## src/rtl/i2cst_pkg.sv

```systemverilog
package i2cst_pkg;

  typedef enum logic [2:0] {
    XS_IDLE,
    XS_ADDR,
    XS_ADDR_ACK,
    XS_HOLD,
    XS_SHIFT,
    XS_MACK
  } xfer_state_e;

  localparam int LINE_SCL = 0;
  localparam int LINE_SDA = 1;
  localparam int N_LINES  = 2;

endpackage

```

## src/rtl/i2cst_line_sync.sv

```systemverilog
module i2cst_line_sync #(
  parameter int STAGES = 2
) (
  input  logic clk,
  input  logic rst_n,
  input  logic raw_i,
  output logic level_o,
  output logic rise_o,
  output logic fall_o
);
  logic [STAGES-1:0] chain_q;
  logic              prev_q;

  // idle bus lines float high, so reset to 1
  always_ff @(posedge clk or negedge rst_n) begin
    if (!rst_n) begin
      chain_q <= '1;
      prev_q  <= 1'b1;
    end else begin
      chain_q <= {chain_q[STAGES-2:0], raw_i};
      prev_q  <= chain_q[STAGES-1];
    end
  end

  assign level_o = chain_q[STAGES-1];
  assign rise_o  = chain_q[STAGES-1] & ~prev_q;
  assign fall_o  = ~chain_q[STAGES-1] & prev_q;
endmodule

```

## src/rtl/i2cst_bus_cond.sv

```systemverilog
module i2cst_bus_cond (
  input  logic scl_lvl,
  input  logic scl_rise,
  input  logic sda_rise,
  input  logic sda_fall,
  output logic start_o,
  output logic stop_o
);
  logic scl_steady_high;

  // SCL high on this sample and on the one before
  assign scl_steady_high = scl_lvl & ~scl_rise;
  assign start_o = scl_steady_high & sda_fall;
  assign stop_o  = scl_steady_high & sda_rise;
endmodule

```

## src/rtl/i2cst_xfer_fsm.sv

```systemverilog
module i2cst_xfer_fsm
  import i2cst_pkg::*;
#(
  parameter int ADDR_W = 7
) (
  input  logic              clk,
  input  logic              rst_n,
  input  logic [ADDR_W-1:0] own_addr,
  input  logic              col_en,
  input  logic              scl_rise,
  input  logic              scl_fall,
  input  logic              sda_lvl,
  input  logic              cond_start,
  input  logic              cond_stop,
  input  logic              tx_valid,
  input  logic [ADDR_W:0]   tx_data,
  output logic              tx_ready,
  output logic              scl_low,
  output logic              sda_low,
  output logic              rd_mode,
  output logic              addr_load,
  output logic [ADDR_W:0]   addr_byte,
  output logic              byte_done,
  output logic              ack_smp,
  output logic              ack_val,
  output logic              col_hit
);
  localparam int BYTE_W = ADDR_W + 1;
  localparam int CNT_W  = $clog2(BYTE_W + 1);
  localparam logic [CNT_W-1:0] CNT_FULL = CNT_W'(BYTE_W);
  localparam logic [CNT_W-1:0] CNT_LAST = CNT_W'(BYTE_W - 1);

  xfer_state_e       state_q, state_n;
  logic [BYTE_W-1:0] shreg_q, shreg_n;
  logic [CNT_W-1:0]  cnt_q, cnt_n;
  logic              sdl_q, sdl_n;
  logic              rdm_q, rdm_n;
  logic              nack_q, nack_n;
  logic              addr_hit;

  assign addr_hit = (shreg_q[BYTE_W-1:1] == own_addr) & shreg_q[0];

  always_comb begin
    state_n   = state_q;
    shreg_n   = shreg_q;
    cnt_n     = cnt_q;
    sdl_n     = sdl_q;
    rdm_n     = rdm_q;
    nack_n    = nack_q;
    addr_load = 1'b0;
    byte_done = 1'b0;
    ack_smp   = 1'b0;
    ack_val   = 1'b0;
    col_hit   = 1'b0;
    if (cond_start) begin
      state_n = XS_ADDR;
      cnt_n   = '0;
      sdl_n   = 1'b0;
      rdm_n   = 1'b0;
    end else if (cond_stop) begin
      state_n = XS_IDLE;
      sdl_n   = 1'b0;
      rdm_n   = 1'b0;
    end else begin
      unique case (state_q)
        XS_IDLE: ;
        XS_ADDR: begin
          if (scl_rise && cnt_q != CNT_FULL) begin
            shreg_n = {shreg_q[BYTE_W-2:0], sda_lvl};
            cnt_n   = cnt_q + 1'b1;
          end else if (scl_fall && cnt_q == CNT_FULL) begin
            if (addr_hit) begin
              sdl_n   = 1'b1;
              state_n = XS_ADDR_ACK;
            end else begin
              state_n = XS_IDLE;
            end
          end
        end
        XS_ADDR_ACK: begin
          if (scl_fall) begin
            sdl_n     = 1'b0;
            addr_load = 1'b1;
            byte_done = 1'b1;
            rdm_n     = 1'b1;
            state_n   = XS_HOLD;
          end
        end
        XS_HOLD: begin
          if (tx_valid) begin
            shreg_n = tx_data;
            sdl_n   = ~tx_data[BYTE_W-1];
            cnt_n   = '0;
            state_n = XS_SHIFT;
          end
        end
        XS_SHIFT: begin
          if (scl_rise) begin
            if (col_en && !sdl_q && !sda_lvl) begin
              col_hit = 1'b1;
              rdm_n   = 1'b0;
              state_n = XS_IDLE;
            end
          end else if (scl_fall) begin
            if (cnt_q == CNT_LAST) begin
              sdl_n   = 1'b0;
              cnt_n   = '0;
              state_n = XS_MACK;
            end else begin
              shreg_n = {shreg_q[BYTE_W-2:0], 1'b0};
              sdl_n   = ~shreg_q[BYTE_W-2];
              cnt_n   = cnt_q + 1'b1;
            end
          end
        end
        XS_MACK: begin
          if (scl_rise) begin
            ack_smp = 1'b1;
            ack_val = sda_lvl;
            nack_n  = sda_lvl;
          end else if (scl_fall) begin
            byte_done = 1'b1;
            if (nack_q) begin
              rdm_n   = 1'b0;
              state_n = XS_IDLE;
            end else begin
              state_n = XS_HOLD;
            end
          end
        end
        default: state_n = XS_IDLE;
      endcase
    end
  end

  always_ff @(posedge clk or negedge rst_n) begin
    if (!rst_n) begin
      state_q <= XS_IDLE;
      shreg_q <= '0;
      cnt_q   <= '0;
      sdl_q   <= 1'b0;
      rdm_q   <= 1'b0;
      nack_q  <= 1'b0;
    end else begin
      state_q <= state_n;
      shreg_q <= shreg_n;
      cnt_q   <= cnt_n;
      sdl_q   <= sdl_n;
      rdm_q   <= rdm_n;
      nack_q  <= nack_n;
    end
  end

  assign tx_ready  = (state_q == XS_HOLD);
  assign scl_low   = (state_q == XS_HOLD);
  assign sda_low   = sdl_q;
  assign rd_mode   = rdm_q;
  assign addr_byte = shreg_q;
endmodule

```

## src/rtl/i2cst_host_side.sv

```systemverilog
module i2cst_host_side #(
  parameter int BYTE_W = 8
) (
  input  logic              clk,
  input  logic              rst_n,
  input  logic              addr_load,
  input  logic [BYTE_W-1:0] addr_byte,
  input  logic              rx_ready,
  output logic              rx_valid,
  output logic [BYTE_W-1:0] rx_data,
  input  logic              byte_done,
  input  logic              start_seen,
  input  logic              start_irq_en,
  input  logic              irq_clr,
  output logic              byte_irq,
  input  logic              col_hit,
  input  logic              col_clr,
  output logic              bus_col,
  input  logic              ack_smp,
  input  logic              ack_val,
  output logic              ack_stat
);
  logic irq_set;

  assign irq_set = byte_done | (start_seen & start_irq_en);

  // new events win over a clear in the same cycle
  always_ff @(posedge clk or negedge rst_n) begin
    if (!rst_n) begin
      rx_valid <= 1'b0;
      rx_data  <= '0;
      byte_irq <= 1'b0;
      bus_col  <= 1'b0;
      ack_stat <= 1'b0;
    end else begin
      if (addr_load) begin
        rx_valid <= 1'b1;
        rx_data  <= addr_byte;
      end else if (rx_ready) begin
        rx_valid <= 1'b0;
      end
      if (irq_set)      byte_irq <= 1'b1;
      else if (irq_clr) byte_irq <= 1'b0;
      if (col_hit)      bus_col <= 1'b1;
      else if (col_clr) bus_col <= 1'b0;
      if (ack_smp)      ack_stat <= ack_val;
    end
  end
endmodule

```

## src/rtl/i2cst_target.sv

```systemverilog
module i2cst_target
  import i2cst_pkg::*;
#(
  parameter int ADDR_W      = 7,
  parameter int SYNC_STAGES = 2
) (
  input  logic              clk,
  input  logic              rst_n,
  input  logic [ADDR_W-1:0] own_addr,
  input  logic              scl_i,
  input  logic              sda_i,
  output logic              scl_oe,
  output logic              sda_oe,
  input  logic              tx_valid,
  output logic              tx_ready,
  input  logic [ADDR_W:0]   tx_data,
  output logic              rx_valid,
  input  logic              rx_ready,
  output logic [ADDR_W:0]   rx_data,
  input  logic              start_irq_en,
  output logic              byte_irq,
  input  logic              irq_clr,
  input  logic              col_en,
  output logic              bus_col,
  input  logic              col_clr,
  output logic              ack_stat,
  output logic              rd_mode
);
  localparam int BYTE_W = ADDR_W + 1;

  logic [N_LINES-1:0] raw_lines, lvl, rise, fall;
  logic               scl_lvl;
  logic               cond_start, cond_stop;
  logic               addr_load, byte_done, ack_smp, ack_val, col_hit;
  logic [BYTE_W-1:0]  addr_byte;

  assign raw_lines[LINE_SCL] = scl_i;
  assign raw_lines[LINE_SDA] = sda_i;

  for (genvar g = 0; g < N_LINES; g++) begin : g_sync
    i2cst_line_sync #(.STAGES(SYNC_STAGES)) u_sync (
      .clk     (clk),
      .rst_n   (rst_n),
      .raw_i   (raw_lines[g]),
      .level_o (lvl[g]),
      .rise_o  (rise[g]),
      .fall_o  (fall[g])
    );
  end

  assign scl_lvl = lvl[LINE_SCL];

  i2cst_bus_cond u_cond (
    .scl_lvl  (scl_lvl),
    .scl_rise (rise[LINE_SCL]),
    .sda_rise (rise[LINE_SDA]),
    .sda_fall (fall[LINE_SDA]),
    .start_o  (cond_start),
    .stop_o   (cond_stop)
  );

  i2cst_xfer_fsm #(.ADDR_W(ADDR_W)) u_fsm (
    .clk        (clk),
    .rst_n      (rst_n),
    .own_addr   (own_addr),
    .col_en     (col_en),
    .scl_rise   (rise[LINE_SCL]),
    .scl_fall   (fall[LINE_SCL]),
    .sda_lvl    (lvl[LINE_SDA]),
    .cond_start (cond_start),
    .cond_stop  (cond_stop),
    .tx_valid   (tx_valid),
    .tx_data    (tx_data),
    .tx_ready   (tx_ready),
    .scl_low    (scl_oe),
    .sda_low    (sda_oe),
    .rd_mode    (rd_mode),
    .addr_load  (addr_load),
    .addr_byte  (addr_byte),
    .byte_done  (byte_done),
    .ack_smp    (ack_smp),
    .ack_val    (ack_val),
    .col_hit    (col_hit)
  );

  i2cst_host_side #(.BYTE_W(BYTE_W)) u_host (
    .clk          (clk),
    .rst_n        (rst_n),
    .addr_load    (addr_load),
    .addr_byte    (addr_byte),
    .rx_ready     (rx_ready),
    .rx_valid     (rx_valid),
    .rx_data      (rx_data),
    .byte_done    (byte_done),
    .start_seen   (cond_start),
    .start_irq_en (start_irq_en),
    .irq_clr      (irq_clr),
    .byte_irq     (byte_irq),
    .col_hit      (col_hit),
    .col_clr      (col_clr),
    .bus_col      (bus_col),
    .ack_smp      (ack_smp),
    .ack_val      (ack_val),
    .ack_stat     (ack_stat)
  );
endmodule

```

## config.mk

```make
export PLATFORM = sky130hd
export DESIGN_NAME = i2cst_target
export DESIGN_NICKNAME = d
export VERILOG_FILES = /design/src/rtl/i2cst_pkg.sv /design/src/rtl/i2cst_line_sync.sv /design/src/rtl/i2cst_bus_cond.sv /design/src/rtl/i2cst_xfer_fsm.sv /design/src/rtl/i2cst_host_side.sv /design/src/rtl/i2cst_target.sv
export SDC_FILE = /design/constraint.sdc
export NUM_CORES = 1
export LEC_CHECK = 0
export CORE_MARGIN = 2
export CORE_UTILIZATION = 54
export CTS_BUF_LIST = sky130_fd_sc_hd__clkbuf_4 sky130_fd_sc_hd__clkbuf_8
export CTS_CLUSTER_DIAMETER = 30
export DETAILED_ROUTE_END_ITERATION = 16
export DONT_BUFFER_PORTS = 1
export GPL_TIMING_DRIVEN = 0
export PLACE_DENSITY = 0.68
export SYNTH_ARGS = -nofsm -noshare
export SYNTH_HDL_FRONTEND = slang
export SYNTH_SLANG_ARGS = --single-unit
export TNS_END_PERCENT = 10
```

## constraint.sdc

```tcl
create_clock -name clk -period 3.79 [get_ports clk]
set_input_delay 0.758 -clock clk [delete_from_list [all_inputs] [get_ports clk]]
set_output_delay 0.758 -clock clk [all_outputs]
set_load 0.05 [all_outputs]
```

Word level (Yosys, flattened, before mapping)
Index checks and enable logic that the tools add are counted.
- $add $sub $neg: 1
- multipliers: 0
- divide/modulo/power cells: 0
- magnitude comparators: 0
- equality and inequality tests: 35
- shifts and indexed selects: 0
- multiplexer cells: 76
- bitwise logic cells: 19
- reductions and logical operators: 20
- operators with widths (kind ; count):
    $mux W1 ; 44
    $mux W8 ; 5
    $mux W3 ; 12
    $mux W4 ; 7
    $ne A4 B2 Y1 const B ; 7
    $pmux W8 S3 ; 1
    $pmux W3 S6 ; 1
    $ne A4 B3 Y1 const B ; 4
    $reduce_and A8 Y1 ; 2
    $ne A5 B3 Y1 const B ; 3
    $pmux W4 S3 ; 1
    $reduce_and A10 Y1 ; 1
    $and A1 B1 Y1 ; 9
    $ne A3 B1 Y1 const B ; 3
    $not A1 Y1 ; 9
    $ne A2 B1 Y1 const B ; 4
    $eq A7 B7 Y1 ; 1
    $reduce_and A7 Y1 ; 1
    $eq A3 B2 Y1 const B ; 2
    $eq A3 B3 Y1 const B ; 2
    $ne A3 B2 Y1 const B ; 2
    $reduce_and A6 Y1 ; 1
    $reduce_bool A2 Y1 ; 3
    $reduce_bool A6 Y1 ; 1
    19 further kinds ; 25
- flip-flop bits (word level): 36
- bits in latches: 0
- RAM bits: 0
- ROM bits: 0
- input port bits: 25
- output and inout bits: 16
- logic and storage cells: 166
- memories: 0

Longest topological paths before layout
Gate-level depths: netlist (run 1).
- word-level depth: 9
- depth in mapped cells: 7

Modules after synthesis
A second synthesis (run 1) with hierarchy kept.
- cells, all modules: 196
- area, all modules: 2018.2 um^2
- by module, submodules not included (module ; instances ; cells each ; area an instance (um^2)):
    i2cst_xfer_fsm ; 1 ; 156 ; 1332.5
    i2cst_host_side ; 1 ; 28 ; 480.5
    i2cst_line_sync ; 2 ; 5 ; 93.8
    i2cst_bus_cond ; 1 ; 2 ; 17.5

Worst setup path before layout (run 1)
Ideal clock, no wire load.
- path type: flip-flop to output port
- from: register u_fsm.state_q[2]
- to: output port tx_ready
- arrival time: 1815 ps
- required time: 3032 ps
- slack: 1217 ps
- stages on the path, launching flop included: 6
- path through: dfrtp_1 -> clkbuf_1 -> nand3b_1 -> inv_1 -> clkbuf_1 -> buf_4
- word-level cells in the longest chain between the ends: 1
- RTL lines (item ; RTL line ; text):
    start, declared ; i2cst_xfer_fsm.sv:33 ; xfer_state_e state_q, state_n;
    start signal, assigned ; i2cst_xfer_fsm.sv:145 ; state_q <= state_n;
    $eq A3 B2 Y1 ; n/a ;
    end, declared ; i2cst_target.sv:15 ; output logic tx_ready,
Every way passes these cells.

Final worst setup path (run 1)
Same ends and word-level chain as after synthesis.

==> results of run 1 <==
==> path summary, 6_finish.rpt <==
check | to | slack, ns | cells after the start
max | tx_ready | 0.63 | 5
min | u_host.byte_irq | 0.15 | 0
max reg2reg | u_fsm.addr_byte[5] | 1.28 | 7
min reg2reg | g_sync[0].u_sync.chain_q[1] | 0.36 | 0
max in group asynchronous | g_sync[1].u_sync.prev_q | 3.45 | 0
min in group clk | g_sync[0].u_sync.chain_q[1] | 0.36 | 0
==> sequential cells by signal, summed over array words and instances, names as in the netlist <==
| signal | count |
|---|---|
| u_fsm.sda_low | 1 |
| u_fsm.state_q | 3 |
| g_sync.u_sync.chain_q | 4 |
| u_fsm.rd_mode | 1 |
| u_host.byte_irq | 1 |
| u_fsm.addr_byte | 8 |
| u_host.rx_valid | 1 |
| u_fsm.nack_q | 1 |
| u_fsm.cnt_q | 4 |
| u_host.ack_stat | 1 |
| u_host.rx_data | 8 |
| u_host.bus_col | 1 |
| g_sync.u_sync.prev_q | 2 |
==> kinds of logic (layout without fill, tap and decap cells) <==
kind of cell / count (synthesis) / count (layout) / synth area share [%]
and+or+nand+nor: 77 / 77 / 19.8
DFF: 36 / 36 / 45.0
AOI/OAI and AO/OA: 35 / 35 / 12.4
muxes: 21 / 21 / 11.6
buffers and inverters: 18 / 26 / 3.97
xor gates and xnor gates: 8 / 8 / 3.47
adders and majority gates: 6 / 6 / 3.72
==> worst register-to-register path, stage by stage, from the launching register on <==
cell and delay, ns:
dfstp_2 0.56, inv_1 0.05, ha_1 0.28, nor2b_1 0.24, a32oi_1 0.11, or2_4 0.28
a211oi_4 0.47, mux2_2 0.39
==> power by group through the flow <==
stage / clock network [W] / registers, W / logic (W)
after floorplan: 0 / 0.000588 / 0.000348
after global placement: 0 / 0.000611 / 0.000406
after detailed placement: 0 / 0.000614 / 0.000418
after CTS: 0.000345 / 0.000607 / 0.000420
after global routing: 0.000363 / 0.000624 / 0.000468
final: 0.000337 / 0.000608 / 0.000422
==> area by class of cell <==
class | instances | area, um^2
Clock inverter | 3 | 42.5
Fill cell | 330 | 1440
Inverter | 10 | 37.5
Tap cell | 48 | 60.1
Buffer | 8 | 42.5
Sequential cell | 36 | 908
Multi-Input combinational cell | 147 | 1030
Clock buffer | 5 | 68.8
==> metal layers <==
metal,vias to the layer above,wire [um]
met5,-,0
met4,0,36
met3,4,264
met2,52,2060
met1,733,1870
li1,717,-
==> layout by cell type, fill, tap and decap left out, drive strengths merged, types with 6 or more instances in the layout <==
cell and instances:
nand2 31, dfrtp 30, mux2 19, nor2 11, inv 10, clkbuf 10
a21oi 9, nand3 8, o21ai 7, xnor2 7, ha 6, dfstp 6
==> stage by stage <==
stage	hold WS, ns	cells
detailed placement	0.349	249
global route	0.138	257
floorplan	0.345	201
CTS	0.145	257
global placement	0.348	249
finish	0.152	257
==> reports/metrics.cfg, run 1 <==
[status]
outcome = finished, final reports clean

[yosys]
syn_area_per_cell_um2 = 10.0
synthArstFlopShare_pct = 100
synth_edf_count = 0
synth_nets = 232
syn_inst = 201
ys_top_cells_by_count = nand2_1 (31), dfrtp_1 (30), mux2_2 (19), nor2_1 (11), inv_1 (10)
yosys.area.top_type = dfrtp_1
synth-seq-cells = 36
yosysMostFrequentCell = nand2_1
synth_area_mm2 = 0.00202
ys_warn_count = 0
synth_flop_cell = dfrtp_1
ys_types = 48
synthTopCellsByArea = dfrtp_1 (37%), mux2_2 (11%), dfstp_2 (7.8%)
seq_area_frac_synth_pct = 45.0
synth.top_cell.area_share_pct = 37.2

[drt]
drc = 0
via_per_inst = 5.86
drt-wirelength-per-cell_um = 16.5
ant_nets = 0
drt-total-wl_mm = 4.23
vias = 1506
first_iter_violations = 187
first_pass_iters = 4

[power]
power-per-cell-area_mw_per_mm2 = 624
p_seq_share_pct = 44.5
power.share.switching_pct = 35.8
p_sw_w = 0.000489
p_clk_share_pct = 24.7
pwr-share-comb_pct = 30.9
power_w = 0.00137
p_int_w = 0.000877
power_leakage_nw = 1.00
peakVddDrop_mv = 0.329

[grt]
antenna_found_initial = 0
gr-usage-met3_pct = 5.65
grt_most_used_layer = met2
overflow = 0
grt_pass1_vias = 1434
use_met1_pct = 29.5
met2_usage_pct = 34.9
grt_max_degree = 37
grt.total_usage_pct = 21.7
grt_pass1_wl_mm = 6.94

[placement]
dp_slack_ns = 0.961
hpwlAfterDp_mm = 3.08
dpl_cell_area_mm2 = 0.00208
port_buffers = 0
gp_congestion = 0.840

[floorplan]
die_y_um = 65.1
coreArea_mm2 = 0.00363
die_w_um = 65.1
num_rows = 22
initial_core_util_pct = 55.5
die-area_mm2 = 0.00424
ioPinCount = 41

[timing]
setup_tns_ns = 0
fin_skew_ns = 0.0103
final-hold-violation-count = 0
slew_violations = 0
setup_violations = 0
fin_ws_ns = 0.628
post-route-period-util_pct = 83.4
slew_headroom_pct = 31.8
rsz0062_at_grt = false
fmax_mhz = 316
fin_crit_ns = 3.16
tightest_slew_ns = 1.02

[clock_tree]
cts_tree = done
cts.path.max_buffers = 2
cts_hold_buf = 0
numCtsBuffers = 5
cts_resized = 0
clock-root-buffer = clkbuf_8
cts.sinks = 36
cts_setup_buffers = 0
htreeDepth = 2
worst_skew_pair.late_latency_ns = 0.29
clk_pin_slew_ns = 0.08

[finish]
diodes = 0
nNetsFinal = 239
drive_gt1_share_pct = 19.6
area_growth_pct = 8.49
utilization_pct = 60.3
fin_area_mm2 = 0.00219

[critical_path]
crit_fanout = 11
critPathTopFamily = buffers and inverters
cp-start-kind = register
worstPathRequired_ns = 3.03
path_cells = clkbuf_1, nand3b_1, inv_1, clkbuf_1, buf_4
cp_num_buf_inv = 4
r2r_start = g_sync[0].u_sync.prev_q
crit_slowest_cell = clkbuf_1
end_kind = primary output
crit_type = register to primary output
cpPeakStageDelay_ns = 0.76
cp_common_cell = clkbuf_1
critPathLaunch = u_fsm.state_q[2]
worstPathArrival_ns = 2.40

[flow_run]
max_cap_violations = 0

[min_path]
hold_path.class = primary input to asynchronous set/reset pin

Note: power is estimated with default switching activity, not from simulation.
==> inputs of run 2 (changes only) <==
PLACE_DENSITY = 0.71   (was 0.68)
clock period = 2.6 ns   (was 3.79 ns; I/O delays follow)
==> run 2 against run 1 <==
Against the previous run:
- sequential power grew 46%
- final area increased by 0.11%
- wire length is 2.3% higher
- count of clock-buffer cells in the layout rose by 1
- sequential share of layout area barely moved
- global-route usage increased by 0.45 points
- highest routed layer unchanged
- clock power is 23% higher
==> reports/metrics.cfg, run 2 (synthesis results as in run 1) <==
[clock_tree]
clk_pin_slew_ns = 0.08  ; about the same
cts.path.max_buffers = 2  ; unchanged
cts_tree = done  ; unchanged
worst_skew_pair.late_latency_ns = 0.29  ; about the same
cts_setup_buffers = 0  ; unchanged
htreeDepth = 2  ; unchanged
clock-root-buffer = clkbuf_8  ; unchanged
numCtsBuffers = 5  ; unchanged
cts.sinks = 36  ; unchanged

[finish]
instances_no_fill = 258  ; was 257
nNetsFinal = 240  ; was 239
fill_cells = 337  ; was 330
final_common_cell = nand2_1  ; unchanged
multi_input_area_mm2 = 0.00103  ; unchanged
ff_latch_area_um2 = 908  ; unchanged
diodes = 0  ; unchanged
utilization_pct = 60.3  ; about the same
drive_gt1_share_pct = 20.5  ; was 19.6%
most-common-layout-cells = nand2_1 (31), dfrtp_1 (30), mux2_2 (19)  ; unchanged
area_growth_pct = 8.62  ; was 8.49%

[drt]
vias = 1563  ; was 1,506
drt-wirelength-per-cell_um = 16.8  ; was 16.5 um
first_pass_iters = 4  ; unchanged
drc = 0  ; unchanged
first_iter_violations = 158  ; was 187
via_per_inst = 6.06  ; was 5.86
ant_nets = 0  ; unchanged
drt-total-wl_mm = 4.33  ; was 4.23 mm

[power]
peakVddDrop_mv = 0.506  ; was 0.329 mV
p_int_w = 0.00120  ; was 0.000877 W
power-per-cell-area_mw_per_mm2 = 878  ; was 624 mW/mm^2
power.share.switching_pct = 37.9  ; was 35.8%
p_seq_share_pct = 46.1  ; was 44.5%
power_leakage_nw = 1.01  ; was 1.00 nW
p_clk_share_pct = 21.4  ; was 24.7%
p_sw_w = 0.000729  ; was 0.000489 W
pwr-share-comb_pct = 32.5  ; was 30.9%

[timing]
post-route-period-util_pct = 96.3
slew_violations = 0  ; unchanged
tightest_slew_ns = 0.539  ; was 1.02 ns
fmax_mhz = 399
fin_crit_ns = 2.50
setup_violations = 0  ; unchanged
setup_tns_ns = 0  ; unchanged
final-hold-violation-count = 0  ; unchanged
timing.hold.ws_ns = 0.0437  ; was 0.152 ns
slew_headroom_pct = 63.8  ; was 31.8%
fin_ws_ns = 0.0955  ; was 0.628 ns
rsz0062_at_grt = false  ; unchanged
fin_skew_ns = 0.00834  ; was 0.0103 ns

[flow_run]
max_cap_violations = 0  ; unchanged

[grt]
grt_most_used_layer = met2  ; unchanged
antenna_found_initial = 0  ; unchanged
grt_max_degree = 31  ; was 37
overflow = 0  ; unchanged
use_met1_pct = 28.4  ; was 29.5%
grt_pass1_wl_mm = 7.09  ; was 6.94 mm
gr-usage-met3_pct = 5.65  ; unchanged
grt_pass1_vias = 1479  ; was 1,434
met2_usage_pct = 36.9  ; was 34.9%
grt.total_usage_pct = 22.2  ; was 21.7%

[placement]
gp_congestion = 0.898  ; was 0.840
dp_slack_ns = -0.0306  ; was 0.961 ns
port_buffers = 0  ; unchanged
place_inst = 249  ; unchanged
hpwlAfterDp_mm = 3.18  ; was 3.08 mm

[critical_path]
end_kind = primary output  ; unchanged
rr_worst_depth = 6  ; was 7
crit_fanout = 11  ; unchanged
worstPathArrival_ns = 1.98  ; was 2.40 ns
crit_type = register to primary output  ; unchanged
cp-start-kind = register  ; unchanged
worstPathRequired_ns = 2.08  ; was 3.03 ns

[floorplan]
ioPinCount = 41  ; unchanged
initial_core_util_pct = 55.5  ; unchanged
die_w_um = 65.1  ; unchanged
die_y_um = 65.1  ; unchanged
num_rows = 22  ; unchanged
coreArea_mm2 = 0.00363  ; unchanged
die-area_mm2 = 0.00424  ; unchanged

[min_path]
hold_path.class = primary input to asynchronous set/reset pin  ; unchanged

[status]
outcome = finished, final reports clean  ; unchanged

## run 2: cell types whose count changed in the layout (fill, tap and decap cells not counted), sizes merged
cell / before / now
bufinv: 1 / 0
buf: 3 / 5
## run 2: final cells by class
cell class                      count  area share, %
Clock buffer                        6           3.48
Tap cell                           48           2.74
Clock inverter                      2          0.742
Sequential cell                    36           41.4
Multi-Input combinational cell    147           47.0
Buffer                              8           2.00
Inverter                           10           1.71
Timing Repair Buffer                1          0.913
## run 2: layer usage
metal	part of all wire (%)	vias to the layer above
met5	0	-
met4	0.72	0
met3	6.9	5
met2	51	69
met1	41	767
li1	-	722
## run 2: per-stage QoR
step | power [W] | area (um^2)
final | 0.00193 | 2190
after global routing | 0.00204 | 2190
after CTS | 0.00194 | 2190
after detailed placement | 0.00151 | 2080
after global placement | 0.00148 | 2080
after floorplan | 0.00136 | 2020
## run 2: path summary, 6_finish.rpt
kind	startpoint	end	slack, ns
hold reg to reg	g_sync[1].u_sync.chain_q[0]	g_sync[1].u_sync.chain_q[1]	0.36
setup reg to reg	g_sync[0].u_sync.prev_q	u_fsm.addr_byte[6]	0.14
min in group clk	scl_i	g_sync[0].u_sync.chain_q[0]	0.22
max in group asynchronous	rst_n	u_fsm.cnt_q[0]	2.39
setup / recovery	u_fsm.state_q[2]	tx_ready	0.1
hold / removal	rst_n	u_fsm.state_q[2]	0.04
## run 2: worst max-delay path, stage by stage (launching register included)
cell and delay [ns]:
dfrtp_1 0.42, clkbuf_1 0.23, nand3b_1 0.27, inv_1 0.11
buf_2 0.38, buf_4 0.28
## run 2: repair_timing
item | CTS | global route
hold buffers | 1 | 0
resized for setup | 1 | 1
hold endpoints to repair | 30 | 0
pin swaps | 0 | 1
setup endpoints to repair | 2 | 9
## run 2: power groups by stage
stage | sequential (W) | combinational, W | clock (W)
2_1_floorplan | 0.000857 | 0.000507 | 0
3_3_place_gp | 0.000887 | 0.000589 | 0
3_5_place_dp | 0.000898 | 0.000615 | 0
4_1_cts | 0.000887 | 0.000628 | 0.000421
5_1_grt | 0.000906 | 0.000692 | 0.000444
6_report | 0.000887 | 0.000626 | 0.000413
